### config.mk
export PLATFORM = sky130hd
export DESIGN_NAME = adc_acq_seq
export DESIGN_NICKNAME = d
export VERILOG_FILES = /design/src/rtl/adc_acq_pkg.sv /design/src/rtl/acq_interval_timer.sv /design/src/rtl/acq_seq_fsm.sv /design/src/rtl/acq_result_buf.sv /design/src/rtl/adc_acq_seq.sv
export SDC_FILE = /design/constraint.sdc
export NUM_CORES = 2
export LEC_CHECK = 0
export ABC_AREA = 0
export BUFFER_PORTS_ARGS = -buffer_cell sky130_fd_sc_hd__buf_4
export CAP_MARGIN = 20
export CORE_ASPECT_RATIO = 0.8
export CORE_MARGIN = 2
export CORE_UTILIZATION = 35
export CTS_CLUSTER_SIZE = 25
export DETAILED_ROUTE_END_ITERATION = 16
export PLACE_DENSITY_LB_ADDON = 0.3
export SLEW_MARGIN = 20
export SYNTH_ARGS = -nofsm -noshare
export SYNTH_HDL_FRONTEND = slang
export SYNTH_SLANG_ARGS = --single-unit
### constraint.sdc
create_clock -name clk -period 3.1 [get_ports clk]
set_clock_uncertainty 0.2 [all_clocks]
set_input_delay 0.155 -clock clk [delete_from_list [all_inputs] [get_ports clk]]
set_output_delay 0.155 -clock clk [all_outputs]
set_load 0.005 [all_outputs]
### src/rtl/adc_acq_pkg.sv
package adc_acq_pkg;

  typedef enum logic [2:0] {
    SEQ_IDLE,
    SEQ_SETTLE,
    SEQ_TRACK,
    SEQ_CONV_WAIT,
    SEQ_CONV_RUN
  } seq_state_e;

  // register indices inside the control region
  localparam int REG_CSR    = 0;
  localparam int REG_RAND   = 1;
  localparam int REG_SETTLE = 2;
  localparam int REG_TRACK  = 3;

  // control/status bit positions
  localparam int CSR_START    = 0;
  localparam int CSR_BUSY     = 0;
  localparam int CSR_SCAN     = 1;
  localparam int CSR_CONV     = 2;
  localparam int CSR_NEWDATA  = 3;
  localparam int CSR_EOS      = 4;
  localparam int CSR_CHAN_LSB = 8;

endpackage

### src/rtl/acq_interval_timer.sv
module acq_interval_timer #(
  parameter int CNT_W = 8
) (
  input  logic             clk,
  input  logic             rst_n,
  input  logic             load,
  input  logic [CNT_W-1:0] load_val,
  output logic             expire
);

  logic [CNT_W-1:0] cnt_q;

  always_ff @(posedge clk) begin
    if (!rst_n)          cnt_q <= '0;
    else if (load)       cnt_q <= load_val;
    else if (cnt_q != 0) cnt_q <= cnt_q - 1'b1;
  end

  // last cycle of the loaded interval
  assign expire = (cnt_q == CNT_W'(1));

endmodule

### src/rtl/acq_seq_fsm.sv
module acq_seq_fsm
  import adc_acq_pkg::*;
#(
  parameter int CH_W  = 6,
  parameter int CNT_W = 8
) (
  input  logic             clk,
  input  logic             rst_n,
  input  logic             go,
  input  logic             go_scan,
  input  logic [CH_W-1:0]  go_chan,
  input  logic [CNT_W-1:0] settle_cyc,
  input  logic [CNT_W-1:0] track_cyc,
  input  logic             tmr_expire,
  input  logic             adc_busy,
  output seq_state_e       state,
  output logic [CH_W-1:0]  chan,
  output logic             scan_act,
  output logic             tmr_load,
  output logic [CNT_W-1:0] tmr_val,
  output logic             adc_start,
  output logic             th_track,
  output logic             cap_evt,
  output logic             scan_end_evt
);

  seq_state_e      state_nx;
  logic [CH_W-1:0] last_q;
  logic            more_w;

  function automatic logic more_to_scan(input logic [CH_W-1:0] cur,
                                        input logic [CH_W-1:0] last);
    return cur != last;
  endfunction

  assign more_w = scan_act && more_to_scan(chan, last_q);

  always_comb begin
    state_nx = state;
    tmr_load = 1'b0;
    tmr_val  = settle_cyc;
    cap_evt  = 1'b0;
    unique case (state)
      SEQ_IDLE: if (go) begin
        state_nx = SEQ_SETTLE;
        tmr_load = 1'b1;
      end
      SEQ_SETTLE: if (tmr_expire) begin
        state_nx = SEQ_TRACK;
        tmr_load = 1'b1;
        tmr_val  = track_cyc;
      end
      SEQ_TRACK: if (tmr_expire) state_nx = SEQ_CONV_WAIT;
      SEQ_CONV_WAIT: if (adc_busy) state_nx = SEQ_CONV_RUN;
      SEQ_CONV_RUN: if (!adc_busy) begin
        cap_evt = 1'b1;
        if (more_w) begin
          state_nx = SEQ_SETTLE;
          tmr_load = 1'b1;
        end else begin
          state_nx = SEQ_IDLE;
        end
      end
      default: state_nx = SEQ_IDLE;
    endcase
  end

  assign scan_end_evt = cap_evt && scan_act && !more_to_scan(chan, last_q);
  assign th_track     = (state == SEQ_TRACK);

  always_ff @(posedge clk) begin
    if (!rst_n) begin
      state     <= SEQ_IDLE;
      chan      <= '0;
      last_q    <= '0;
      scan_act  <= 1'b0;
      adc_start <= 1'b0;
    end else begin
      state     <= state_nx;
      adc_start <= (state == SEQ_TRACK) && tmr_expire;
      if (go && state == SEQ_IDLE) begin
        scan_act <= go_scan;
        last_q   <= go_chan;
        chan     <= go_scan ? '0 : go_chan;
      end else if (cap_evt && more_w) begin
        chan <= chan + 1'b1;
      end
    end
  end

endmodule

### src/rtl/acq_result_buf.sv
module acq_result_buf #(
  parameter int CH_W   = 6,
  parameter int DATA_W = 12
) (
  input  logic              clk,
  input  logic              rst_n,
  input  logic              wr_en,
  input  logic [CH_W-1:0]   wr_idx,
  input  logic [DATA_W-1:0] wr_data,
  input  logic [CH_W-1:0]   rd_idx,
  output logic [DATA_W-1:0] rd_data
);

  localparam int DEPTH = 1 << CH_W;

  logic [DATA_W-1:0] entry_w [DEPTH];

  for (genvar g = 0; g < DEPTH; g++) begin : g_ent
    logic [DATA_W-1:0] q;
    always_ff @(posedge clk) begin
      if (!rst_n)                               q <= '0;
      else if (wr_en && wr_idx == CH_W'(g))     q <= wr_data;
    end
    assign entry_w[g] = q;
  end

  assign rd_data = entry_w[rd_idx];

endmodule

### src/rtl/adc_acq_seq.sv
module adc_acq_seq
  import adc_acq_pkg::*;
#(
  parameter int CH_W       = 6,
  parameter int DATA_W     = 12,
  parameter int CNT_W      = 8,
  parameter int REG_W      = 16,
  parameter int SETTLE_RST = 4,
  parameter int TRACK_RST  = 2
) (
  input  logic              clk,
  input  logic              rst_n,
  input  logic              reg_wr,
  input  logic              reg_rd,
  input  logic [CH_W:0]     reg_addr,
  input  logic [REG_W-1:0]  reg_wdata,
  output logic [REG_W-1:0]  reg_rdata,
  output logic [CH_W-1:0]   chan_sel,
  output logic              th_track,
  output logic              adc_start,
  input  logic              adc_busy,
  input  logic [DATA_W-1:0] adc_data
);

  function automatic logic [CNT_W-1:0] min_one(input logic [CNT_W-1:0] v);
    return (v == '0) ? CNT_W'(1) : v;
  endfunction

  function automatic logic ctl_hit(input logic [CH_W:0] a, input int idx);
    return !a[CH_W] && (a[CH_W-1:0] == CH_W'(idx));
  endfunction

  seq_state_e        state;
  logic              scan_act, tmr_load, tmr_expire, cap_evt, scan_end_evt;
  logic [CNT_W-1:0]  tmr_val;
  logic [CNT_W-1:0]  settle_r, track_r;
  logic              mode_r;
  logic [CH_W-1:0]   chan_cfg_r;
  logic [DATA_W-1:0] rand_data_r, buf_rd;
  logic              new_data_r, eos_r;
  logic [REG_W-1:0]  rd_mux;

  // named events for the checker
  logic busy_w, conv_w, settle_w, csr_wr, start_wr, go_w, csr_rd, rand_rd;

  assign busy_w   = (state != SEQ_IDLE);
  assign conv_w   = (state == SEQ_CONV_WAIT) || (state == SEQ_CONV_RUN);
  assign settle_w = (state == SEQ_SETTLE);
  assign csr_wr   = reg_wr && ctl_hit(reg_addr, REG_CSR);
  assign start_wr = csr_wr && reg_wdata[CSR_START];
  assign go_w     = start_wr && !busy_w;
  assign csr_rd   = reg_rd && ctl_hit(reg_addr, REG_CSR);
  assign rand_rd  = reg_rd && ctl_hit(reg_addr, REG_RAND);

  acq_interval_timer #(.CNT_W(CNT_W)) u_tmr (
    .clk      (clk),
    .rst_n    (rst_n),
    .load     (tmr_load),
    .load_val (tmr_val),
    .expire   (tmr_expire)
  );

  acq_seq_fsm #(.CH_W(CH_W), .CNT_W(CNT_W)) u_fsm (
    .clk          (clk),
    .rst_n        (rst_n),
    .go           (go_w),
    .go_scan      (reg_wdata[CSR_SCAN]),
    .go_chan      (reg_wdata[CSR_CHAN_LSB +: CH_W]),
    .settle_cyc   (settle_r),
    .track_cyc    (track_r),
    .tmr_expire   (tmr_expire),
    .adc_busy     (adc_busy),
    .state        (state),
    .chan         (chan_sel),
    .scan_act     (scan_act),
    .tmr_load     (tmr_load),
    .tmr_val      (tmr_val),
    .adc_start    (adc_start),
    .th_track     (th_track),
    .cap_evt      (cap_evt),
    .scan_end_evt (scan_end_evt)
  );

  acq_result_buf #(.CH_W(CH_W), .DATA_W(DATA_W)) u_buf (
    .clk     (clk),
    .rst_n   (rst_n),
    .wr_en   (cap_evt && scan_act),
    .wr_idx  (chan_sel),
    .wr_data (adc_data),
    .rd_idx  (reg_addr[CH_W-1:0]),
    .rd_data (buf_rd)
  );

  always_ff @(posedge clk) begin
    if (!rst_n) begin
      settle_r    <= min_one(CNT_W'(SETTLE_RST));
      track_r     <= min_one(CNT_W'(TRACK_RST));
      mode_r      <= 1'b0;
      chan_cfg_r  <= '0;
      rand_data_r <= '0;
      new_data_r  <= 1'b0;
      eos_r       <= 1'b0;
    end else begin
      if (reg_wr && ctl_hit(reg_addr, REG_SETTLE))
        settle_r <= min_one(reg_wdata[CNT_W-1:0]);
      if (reg_wr && ctl_hit(reg_addr, REG_TRACK))
        track_r <= min_one(reg_wdata[CNT_W-1:0]);
      if (csr_wr && !busy_w) begin
        mode_r     <= reg_wdata[CSR_SCAN];
        chan_cfg_r <= reg_wdata[CSR_CHAN_LSB +: CH_W];
      end
      if (cap_evt && !scan_act) begin
        rand_data_r <= adc_data;
        new_data_r  <= 1'b1;
      end else if (rand_rd) begin
        new_data_r <= 1'b0;
      end
      if (scan_end_evt)                                 eos_r <= 1'b1;
      else if (csr_rd || (go_w && reg_wdata[CSR_SCAN])) eos_r <= 1'b0;
    end
  end

  always_comb begin
    rd_mux = '0;
    if (reg_addr[CH_W]) begin
      rd_mux[DATA_W-1:0] = buf_rd;
    end else if (ctl_hit(reg_addr, REG_CSR)) begin
      rd_mux[CSR_BUSY]                  = busy_w;
      rd_mux[CSR_SCAN]                  = mode_r;
      rd_mux[CSR_CONV]                  = conv_w;
      rd_mux[CSR_NEWDATA]               = new_data_r;
      rd_mux[CSR_EOS]                   = eos_r;
      rd_mux[CSR_CHAN_LSB +: CH_W]      = chan_cfg_r;
    end else if (ctl_hit(reg_addr, REG_RAND)) begin
      rd_mux[DATA_W-1:0] = rand_data_r;
    end else if (ctl_hit(reg_addr, REG_SETTLE)) begin
      rd_mux[CNT_W-1:0] = settle_r;
    end else if (ctl_hit(reg_addr, REG_TRACK)) begin
      rd_mux[CNT_W-1:0] = track_r;
    end
  end

  always_ff @(posedge clk) begin
    if (!rst_n)      reg_rdata <= '0;
    else if (reg_rd) reg_rdata <= rd_mux;
  end

endmodule

==> results.md <==
- Net Sw Power: 0.00583 W
- Synth async-reset ratio: 0%
- Reg-to-reg critical path startpoint: u_buf.g_ent[2].q[4]
- Critical path type: flop to flop
- Remaining DRCs: 0
- Total Wirelength: 139000 um
- Crit Reg-Reg Endpoint: reg_rdata[4]
- Nets: 4496
- Setup TNS: 0 ns
- IO buf count: 59
- Post-CTS setup buffers: 0
- Initial antenna violation count: 3
- Initial core utilization: 35.4%
- Syn Inst Count: 4490
- Max Cap Viol: 0
- # IOs: 64
- Cells resized by post-CTS repair: 0
- Clock share of power: 48.4%
- Crit path capture type: flop
- Slew Limit Headroom: 21.5%
- Switch share: 23.8%
- Placer Congestion: 0.899
- Mapped cell area: 0.0385 mm2
- Yosys cell types: 73
- WL/cell: 23.4 um
- Final antenna-violating net count: 0
- GR Overflow Total: 0
- Final hold viol count: 0
- Worst slew pin tran: 1.17 ns
- Critical Path AT: 3.27 ns
- Critical path startpoint category: flop
- Max VDD drop: 379 uV
- Hold Path Class: input pin to flop
- Vias in the first global route: 32.2k
- H-Tree Depth: 3
- Sink Count: 844
- Fin crit period: 2.91 ns
- Synth warn: 0
- Via density: 5.80
- Leading area contributor after synthesis: dfxtp_1
- Max Root-Sink Buffers: 3
- WHS Endpoint: chan_cfg_r[4]
- Die ar.: 0.113 mm2
- TritonCTS clock tree: built
- Met3 Use GR: 4.49%
- DIE WIDTH: 375 um
- Starting DRT DRC Count: 4501
- Root Buffer: clkbuf_16
- Number of enable flip-flop cells after synthesis: 0
- Post-Route Utilization: 40.9%
- Core ar.: 0.109 mm2
- Row count: 108
- Fraction of layout cells with a size suffix above 1: 15.0%
- Die H: 301 um
- Seq cells post-synth: 844
- RSZ-0062 raised after global routing: no
- Post-Syn Area per Cell: 8.58 um2
- Critical Path RT: 3.46 ns
- Area contributors post-synth: dfxtp_1, a21oi_1, nand2_1
- Cts bufs inserted: 87
- Logic pwr share: 6.8%
- Part of the power in registers: 44.8%
- Largest net degree at the start of global routing: 87
- Power Internal: 0.0187 W
- Cells on Worst Hold Path: 4
- First-pass GRT wire length: 209000 um
- Area Growth Syn to Fin: 15.4%
- Pwr Density: 551 mW/mm2
- Total global-route track usage: 24.0%
- Slew Viols, Final: 0
- Run status: complete, no violations
- R2R depth: 6
- Critical path peak fanout: 2
- Hold buffers post-CTS: 41
- Global Route met1 Usage: 35.9%
- Final HPWL DP: 85700 um
- Lkg Pwr: 15.2 nW
- Top-area cell type share of the netlist area: 43.9%
- Gr busiest metal: met1
- GRT met2 Usage: 34.9%
- Prevailing post-synth register cell: dfxtp_1
- Tcrit/Tclk final: 93.9%
- Final setup violation count: 0
- Drt pass-1 iters: 8
- FF-to-FF setup slack: 0.19 ns
- Fmax: 0.344 GHz
- Vias: 34.5k
- Sequential area share after synthesis: 43.9%
- Worst-Skew Late Latency: 0.67 ns
- Clock Pin Slew Worst Setup and Hold Paths: 0.06 ns
- Min-Delay Startpoint: reg_wdata[12]
[placed cells by master, fill, tap and decap left out, types with 23 or more instances in the layout]
cell type      synthesis  layout
a21oi_1              788     788
a22oi_1               33      33
buf_12                 3      33
buf_4                 20     294
clkbuf_16              0      88
dfxtp_1              844     844
dlygate4sd3_1          2      41
mux2i_1              183     183
mux4_1                23      23
mux4_2               143     143
nand2_1              859     858
nand3_1              460     456
nor2_1               118     117
o21ai_0              297     297
[metal layers]
layer	up-vias	wire length [um]
met4	2	3740
li1	15700	-
met1	17000	63300
met2	1654	58600
met3	231	13400
met5	-	9
[final cells by class]
type / instances / area (um2)
fill: 10700 / 64300
antenna: 3 / 7.51
timing repair buffer: 371 / 3320
clock buffer: 114 / 2430
tap: 1430 / 1790
sequential: 844 / 16900
inverter: 13 / 56.3
multi-input combinational: 3133 / 19200
clock inverter: 46 / 758
[power by group through the flow]
stage               combinational (W)  sequential (W)  clock, W
floorplan                     0.00110          0.0112         0
global placement              0.00160          0.0112         0
detailed placement            0.00160          0.0112         0
CTS                           0.00164          0.0110    0.0120
global route                  0.00177          0.0110    0.0124
finish                        0.00167          0.0110    0.0119
[sequential cells by signal, summed over array words and instances, names as in the netlist, 3 cells and up]
register / count
chan_cfg_r: 6
rand_data_r: 12
reg_rdata: 14
settle_r: 8
track_r: 8
u_buf.g_ent.q: 768
u_fsm.chan: 6
u_fsm.last_q: 6
u_fsm.state: 3
u_tmr.cnt_q: 8
[metrics by stage]
| stage | hold WS (ns) | instance area, um2 | setup slack (ns) | total power [W] | cells |
|---|---|---|---|---|---|
| floorplan | 0.0910 | 38500 | 0.905 | 0.0123 | 4491 |
| global placement | 0.225 | 40800 | -0.138 | 0.0128 | 5750 |
| detailed placement | 0.229 | 40800 | -0.172 | 0.0128 | 5750 |
| CTS | 0.0946 | 44400 | 0.272 | 0.0246 | 5951 |
| global route | 0.134 | 44400 | 0.141 | 0.0252 | 5952 |
| finish | 0.123 | 44400 | 0.189 | 0.0245 | 5954 |
[kinds of logic (layout without fill, tap and decap cells)]
| family | after synthesis | in the layout | share of synthesized area (%) |
|---|---|---|---|
| buffers and inverters | 514 | 544 | 6.47 |
| XOR/XNOR | 16 | 16 | 0.364 |
| adder cells (fa/ha/maj) | 6 | 6 | 0.195 |
| other | 1 | 5 | 0.00974 |
| multiplexers | 369 | 369 | 15.3 |
| flip-flops | 844 | 844 | 43.9 |
| AO/OA/AOI/OAI | 1206 | 1206 | 16.6 |
| AND/OR/NAND/NOR | 1534 | 1534 | 17.2 |
[how the worst max path moves through the flow]
stage	startpoint	to	slack (ns)	cells after the start
finish	u_buf.g_ent[2].q[4]	reg_rdata[4]	0.19	6
global route	u_fsm.state[0]	u_buf.g_ent[5].q[7]	0.14	7
CTS	u_buf.g_ent[17].q[4]	reg_rdata[4]	0.27	6
detailed placement	reg_addr[0]	reg_rdata[2]	-0.17	9
global placement	reg_addr[0]	reg_rdata[2]	-0.14	9
floorplan	u_fsm.chan[5]	u_buf.g_ent[15].q[10]	0.90	10
[worst max-delay path, stage by stage, from the launching register on]
cell and delay (ns):
dfxtp_1 0.32, mux4_1 0.51, mux4_2 0.53, a22o_1 0.29
o21ai_1 0.26, a31oi_1 0.12, dlygate4sd3_1 0.56
[cells in the mapped netlist, drive strengths merged, types with 10 or more instances]
cell type / count
a31oi: 10
a21oi: 790
and2: 17
mux2: 19
nand3: 460
nor2b: 16
buf: 158
inv: 13
mux4: 167
nor2: 122
dfxtp: 844
a211oi: 11
nand4: 11
a22oi: 33
o211ai: 15
clkbuf: 340
mux2i: 183
o21ai: 300
nand2: 859
Note: power is estimated with default switching activity, not from simulation.
